`src/rtl/dual_cmp_timer.sv`:
```
module dual_cmp_timer #(
  parameter int CW       = 10,
  parameter int SLOW_DIV = 8
) (
  input  logic          clk,
  input  logic          rst_n,
  input  logic          cs,
  input  logic          we,
  input  logic          addr,
  input  logic [7:0]    wdata,
  output logic [7:0]    rdata,
  input  logic          cmp_we,
  input  logic          cmp_sel,
  input  logic [CW-1:0] cmp_val,
  input  logic          cascade_tick,
  output logic [CW-1:0] cnt_out,
  output logic          irq,
  output logic [1:0]    irq_pri
);
  localparam int DW = (SLOW_DIV > 1) ? $clog2(SLOW_DIV) : 1;
  localparam logic [DW-1:0] DLAST = DW'(SLOW_DIV - 1);

  logic          run, ph;
  logic [2:1]    ien, flg;
  logic [1:0]    src, pri;
  logic [CW-1:0] cnt, m1, m2;
  logic [DW-1:0] dv;
  logic          tick;

  wire wr_csr = cs & we & ~addr;
  wire wr_cr  = cs & we & addr;
  wire rd_csr = cs & ~we & ~addr;
  wire base   = run & ph;

  always_comb begin
    case (src)
      2'b00:   tick = base;
      2'b01:   tick = run & cascade_tick;
      default: tick = base & (dv == DLAST);
    endcase
  end

  wire [2:1] hit = {tick & (cnt == m2), tick & (cnt == m1)};

  always_ff @(posedge clk) begin
    if (!rst_n) begin
      run <= 1'b0;
      ph  <= 1'b0;
      dv  <= '0;
      cnt <= '0;
      m1  <= '0;
      m2  <= '0;
      ien <= '0;
      flg <= '0;
      src <= '0;
      pri <= '0;
    end else begin
      if (run) ph <= ~ph;
      if (base) dv <= (dv == DLAST) ? '0 : dv + 1'b1;
      if (tick) cnt <= cnt + 1'b1;
      if (wr_csr) begin
        ien <= wdata[2:1];
        run <= wdata[0];
      end
      if (wr_cr) begin
        src <= wdata[3:2];
        pri <= wdata[1:0];
      end
      if (cmp_we) begin
        if (cmp_sel) m2 <= cmp_val;
        else         m1 <= cmp_val;
      end
      flg <= (rd_csr ? 2'b00 : flg) | hit;
    end
  end

  always_comb begin
    rdata = 8'h00;
    if (cs && !we) rdata = addr ? {4'b0, src, pri} : {5'b0, flg, run};
  end

  assign cnt_out = cnt;
  assign irq     = (|(flg & ien)) && (pri != 2'b00);
  assign irq_pri = pri;


  hold_when_stopped_chk: assert property (@(posedge clk) disable iff (!rst_n)
    !run |=> $stable(cnt_out));


  no_irq_pri0_chk: assert property (@(posedge clk) disable iff (!rst_n)
    (irq_pri == 2'b00) |-> !irq);


  enables_kept_chk: assert property (@(posedge clk) disable iff (!rst_n)
    (rd_csr && !wr_csr) |=> $stable(ien));


  read_clears_chk: assert property (@(posedge clk) disable iff (!rst_n)
    (rd_csr && hit == 2'b00) |=> (flg == 2'b00));


  match_on_read_chk: assert property (@(posedge clk) disable iff (!rst_n)
    (rd_csr && hit[1]) |=> flg[1]);


  wrap_chk: assert property (@(posedge clk) disable iff (!rst_n)
    (tick && cnt_out == '1) |=> (cnt_out == '0));


  upper_zero_chk: assert property (@(posedge clk) disable iff (!rst_n)
    (cs && !we && !addr) |-> (rdata[7:3] == 5'b0));
endmodule

```
`config.mk`:
```
export PLATFORM = sky130hd
export DESIGN_NAME = dual_cmp_timer
export DESIGN_NICKNAME = d
export VERILOG_FILES = /design/src/rtl/dual_cmp_timer.sv
export SDC_FILE = /design/constraint.sdc
export NUM_CORES = 1
export LEC_CHECK = 0
export CAP_MARGIN = 20
export CELL_PAD_IN_SITES_DETAIL_PLACEMENT = 1
export CELL_PAD_IN_SITES_GLOBAL_PLACEMENT = 2
export CORE_MARGIN = 10
export CORE_UTILIZATION = 25
export CTS_BUF_LIST = sky130_fd_sc_hd__clkbuf_4 sky130_fd_sc_hd__clkbuf_8
export CTS_CLUSTER_SIZE = 14
export DETAILED_ROUTE_END_ITERATION = 6
export GPL_TIMING_DRIVEN = 0
export MAX_ROUTING_LAYER = met4
export PLACE_DENSITY = 0.74
export REMOVE_ABC_BUFFERS = 1
export SYNTH_ARGS = -nofsm -noshare
export SYNTH_HDL_FRONTEND = slang
export SYNTH_SLANG_ARGS = --single-unit
```
`constraint.sdc`:
```
create_clock -name clk -period 2.36 [get_ports clk]
set_clock_uncertainty 0.2 [all_clocks]
set_input_delay 0.472 -clock clk [delete_from_list [all_inputs] [get_ports clk]]
set_output_delay 0.472 -clock clk [all_outputs]
set_load 0.005 [all_outputs]
```
==> After elaboration in Yosys (flattened, before gate mapping) <==
Index checks and enable logic that the tools add are counted.
W data, S select, Z words.
{ "totals": {"ff_bits": 43, "latchBits": 0, "mem_bits_rw": 0, "mem_bits_ro": 0, "input_bits": 26, "output_inout_bits": 21, "word_cells": 45, "memories": 0} }
{ "classes": {"n_addsub": 2, "n_mul": 0, "div_mod_pow": 0, "magnitude_cmp": 0, "eq_ne": 4, "shift": 0, "n_mux": 5, "bitwise": 16, "n_reduce_logical": 8} }
{ "op_table": {"columns": ["cell", "n"], "rows": [
  ["$eq A10 B10 Y1", 2],
  ["$add A10 B1 Y10 const B", 1],
  ["$and A1 B1 Y1", 10],
  ["$mux W4", 2],
  ["$not A1 Y1", 4],
  ["$reduce_and A2 Y1", 2],
  ["$add A3 B1 Y3 const B", 1],
  ["$eq A3 B3 Y1 const B", 1],
  ["$mux W3", 1],
  ["$and A2 B2 Y2", 1],
  ["$eq A2 B1 Y1 const B", 1],
  ["$logic_and A1 B1 Y1", 2],
  ["$logic_not A2 Y1", 1],
  ["$mux W2", 1],
  ["$or A2 B2 Y2", 1],
  ["$pmux W1 S2", 1],
  ["$reduce_bool A2 Y1", 1],
  ["$reduce_or A2 Y1", 1],
  ["$logic_not A1 Y1", 1]
]} }

==> Depth between registers and ports, before layout <==
{ "depth": {"word_depth": 5, "mapped_depth": 7} }

==> Worst setup path after synthesis <==
No wires, ideal clock.
{ "synth_timing": {"kind": "reg-to-reg", "startpoint": "register dv[0]", "endpoint": "register cnt[7], in the netlist cnt_out[7]", "arrival_ns": 1.532, "setup_slack_ns": 0.558, "stages_incl_launch_ff": 7, "n_path_buf": 0, "path_cell_list": "dfxtp_1 -> ha_1 -> ha_1 -> and4_4 -> a31oi_4 -> or4_1 -> a21oi_1"} }
{ "synth_via": {"elab_chain_cells": 3} }
{ "synth_lines": {"columns": ["element", "line_no", "rtl"], "rows": [
  ["from (decl)", "27", "logic [DW-1:0] dv;"],
  ["from (signal assigned)", "59", "if (base) dv <= (dv == DLAST) ? '0 : dv + 1'b1;"],
  ["$eq A3 B3 Y1", "39", "default: tick = base & (dv == DLAST);"],
  ["$and A1 B1 Y1", "39", null],
  ["$pmux W1 S2", "36", "case (src)"],
  ["to (signal assigned)", "60", "if (tick) cnt <= cnt + 1'b1;"],
  ["to (decl)", "26", "logic [CW-1:0] cnt, m1, m2;"]
]} }
Every way passes these cells.
A chain may end at the register's enable or synchronous reset.

==> impl.org <==
** Yosys
- Portion of synthesized cell area occupied by the leading cell type :: a little over two fifths
- The Yosys step of the flow raised 0 warnings.
- The synthesized design contains 43 register bits.
- The biggest area contributor in the post-synthesis netlist is dfxtp_1.
- Avg Synthesized Cell Area :: about 8.3 um2
- Synthesis produced a netlist whose cell count is between 200 and 250.
- Of all flip-flops after synthesis, the portion carrying an async set or reset was 0%.
- The share of the Yosys chip area taken by registers is a little over two fifths.
- Largest cells by area after synthesis :: dfxtp_1, nand2_1, a21oi_1, xor2_1, mux2i_1
- The most used flip-flop cell after synthesis is dfxtp_1.
- Total standard cell area after synthesis :: a little over 2000 um2
- EDFF count, synth :: 0
- The netlist uses 36 different library cells.

** Critical path
- Counting both buffers and inverters, the worst setup path holds a total of 3.
- The setup path with the least slack is of type input port to flop.
- The slowest stage of the critical path belongs to the cell clkdlybuf4s50_1.
- Crit path max fanout :: 24
- Cell family with the largest share of critical-path delay :: buffers and inverters
- Required arrival time at the worst endpoint :: roughly 2.4 ns
- STA puts the critical path data arrival time at approximately 2.3 ns.
- Ordered list of cells on the worst path :: clkdlybuf4s50_1, inv_1, buf_16, or4_1, nand2_1
- CP Launch Type :: input port
- On the worst path, the slowest cell contributes a delay of approximately 0.57 ns.
- Worst Setup End Kind :: flop

** Power and ir drop
- Sequential cells account for 53.2% of the total power.
- Internal power comes to between 1 and 1.5 mW.
- Net switching component of the power :: 0.3350 mW
- IR analysis of the VDD net gives a maximum drop of 0.2623 mV.
- Power per unit of standard cell area :: ~550 nW/um2
- Net switching is 23.40% of the power.
- Share of power burned in combinational logic :: about a tenth
- Share of total power in the clock network :: between 30% and 40%
- For this design the static power due to leakage is 1.043 nW.

** Timing
- For the final routed database, the setup TNS stands at 0 ns.
- Setup violations remaining at the end of the flow were counted as 0.
- Setup repair after global routing left no endpoint under its margin.
- The max-slew violation count is 0.
- In this run the tightest slew margin relative to its limit is between 40% and 50%.
- Dividing the final minimum period by the clock period gives a little over 90%.
- The final number of hold-violating endpoints is 0.
- The clock period could shrink to between 2 and 2.5 ns.
- Timing would allow up to 453.0 MHz.
- Least-Margin Pin Slew :: 0.7690 ns
- Tightest hold margin :: roughly 0.27 ns

** CTS
- Sinks on Clock Net :: 43
- # hold bufs at CTS :: 0
- TritonCTS built the clock tree.
- Postcts setup bufs :: 0
- In this run, CTS created clock tree buffers numbering 5.
- The H-tree was split into 2 levels.
- Clock root buffer master :: clkbuf_8
- Cts repair resizes :: 7
- Worst-Skew Late Latency :: approximately 0.3 ns
- The clock passes through at most 2 buffers.
- Clock Pin Slew Worst Setup and Hold Paths :: 0.08 ns

** Finish
- Number of inserted filler cells in the final layout :: ~950
- Storage cell area :: roughly 860 um2
- In the final design database the tool counted a little over 300 nets.
- The multi-input combinational cells in the finished layout cover a total of around 1100 um2.
- The post-route netlist has between 5 and 6% of its cells at a drive strength greater than 1.
- Synth-to-Final Area Change :: 26.93%
- 0 antenna diodes ended up in the layout.

** Floorplanning
- IO Count :: 47
- Effective utilization at floorplan :: 26.05%
- The floorplan step defined a die boundary enclosing about 12,000 um2.
- Overall die width :: between 100 and 150 um
- Core area :: 7848 um2
- DIE HEIGHT :: around 110 um
- After floorplanning, the core was divided into 32 placement rows.

** Routing
- The detailed router placed 1,745 vias in this run.
- After detailed routing, the number of remaining DRC violations is 0.
- ANT nets after route :: 0
- Wires add up to between 5 and 6 mm.
- Vias/cell :: ~4.6
- Average routed wire per standard cell :: about 15 um
- Length of the first detailed-routing pass in iterations :: 4
- In this run, the number of DRC markers left after iteration 0 of detailed routing was 32.

** Placed design
- Count of buffers inserted at the top-level ports :: 38
- Half-perimeter wire length after detailed placement :: approximately 4.2 mm
- Routability-driven placement congestion ratio :: 0.7179

** Min path
- In this run the worst hold path is classified as flop to flop.

** Global routing
- Overflow left after global routing :: 0
- Maximum number of pins on one net before global-route repair :: 25
- The first global-routing pass estimated roughly 9 mm of wire.
- Total Routing Usage GR :: 9.084%
- The number of antenna violations at the first check in global routing is 0.
- The via count of the first global-routing pass was around 1,800.

** Status
- Result of the run :: finished clean

** Flow run
- Max-cap viol count :: 0
flip-flops by register name (all words and copies together) (netlist names):
register and flops:
cnt_out 10, m1 10, m2 10, dv 3, flg 2, ien 2
irq_pri 2, src 2, ph 1, run 1
through the flow:
step                instance area (um2)  std cells  utilization (%)  worst slack, ns  total power, mW
floorplan                          1956        232                -           0.5105           0.8460
global placement                   2464        372            31.39          -0.3436           0.9181
detailed placement                 2491        373            31.74          -0.1862           0.9259
CTS                                2595        381            33.07           0.1182            1.462
global route                       2595        381            33.07          0.02542            1.507
finish                             2595        381            33.07           0.1526            1.432
metal layers:
| metal | routed length (um) | global-route usage (%) | vias to the layer above |
|---|---|---|---|
| met3 | 155 | 2.161 | 8 |
| met5 | 0 | - | - |
| met4 | 57 | 2.591 | 0 |
| met1 | 2952 | 11.88 | 807 |
| li1 | - | - | 891 |
| met2 | 2438 | 13.54 | 39 |
logic make-up after synthesis:
logic type | synth area share, %
flip-flops | 42.11
XOR/XNOR | 9.424
multiplexers | 5.630
adder cells (fa/ha/maj) | 1.836
other | 0.1834
AO/OA/AOI/OAI | 12.48
AND/OR/NAND/NOR | 22.71
buffers and inverters | 5.630
power groups by stage:
stage / clock network, mW / logic [mW] / registers (mW)
floorplan: 0 / 0.0700 / 0.776
global placement: 0 / 0.139 / 0.779
detailed placement: 0 / 0.146 / 0.779
CTS: 0.552 / 0.147 / 0.762
global route: 0.581 / 0.161 / 0.766
finish: 0.526 / 0.144 / 0.762
placed cells by master (no fill, tap or decap), types with 3 or more instances in the layout:
master / Yosys / final
nor2_1: 16 / 16
inv_1: 4 / 4
ha_1: 3 / 3
conb_1: 1 / 4
nor4_1: 4 / 4
nand4_1: 3 / 3
dlygate4sd2_1: 0 / 6
clkbuf_8: 0 / 7
o21ai_0: 5 / 5
a21oi_1: 31 / 31
nand3_1: 10 / 10
or4_1: 5 / 5
mux2i_1: 10 / 10
clkdlybuf4s50_1: 0 / 32
o31ai_1: 4 / 4
dfxtp_1: 43 / 43
nand2_1: 52 / 52
xor2_1: 16 / 16
xnor2_1: 6 / 6
area by class of cell:
cell class / count / area share, %
Sequential cell: 43 / 33.17
Inverter: 4 / 0.5786
Multi-Input combinational cell: 185 / 41.90
Timing Repair Buffer: 39 / 15.43
Clock buffer: 8 / 4.002
Tap cell: 102 / 4.918
cell usage after synthesis (all sizes together), types with 2 or more instances:
| cell type | n |
|---|---|
| nor2 | 16 |
| o21ai | 5 |
| nand3 | 10 |
| nand2 | 52 |
| clkbuf | 9 |
| ha | 3 |
| or4 | 5 |
| dfxtp | 43 |
| inv | 4 |
| o31ai | 4 |
| nand4 | 3 |
| mux2i | 10 |
| xor2 | 16 |
| and4 | 2 |
| or3 | 2 |
| nand2b | 2 |
| nor4 | 4 |
| buf | 9 |
| a21oi | 31 |
| xnor2 | 6 |
worst register-to-register path: stages, from the launching register on:
cell and delay [ns]:
dfxtp_1 0.36, ha_1 0.16, ha_1 0.17, and4_4 0.26
a31oi_4 0.08, or4_1 0.57, a21oi_1 0.16
path summary, 6_finish.rpt:
check,startpoint,end,slack [ns],cells after the start
min,dv[1]$_SDFFE_PN0P_,dv[1]$_SDFFE_PN0P_,0.27,2
min reg2reg,dv[1]$_SDFFE_PN0P_,dv[1]$_SDFFE_PN0P_,0.27,2
max,rst_n,cnt_out[3]$_SDFFE_PN0P_,0.15,5
max reg2reg,dv[0]$_SDFFE_PN0P_,cnt_out[7]$_SDFFE_PN0P_,0.32,6
Power figures use the tool's default switching activity.
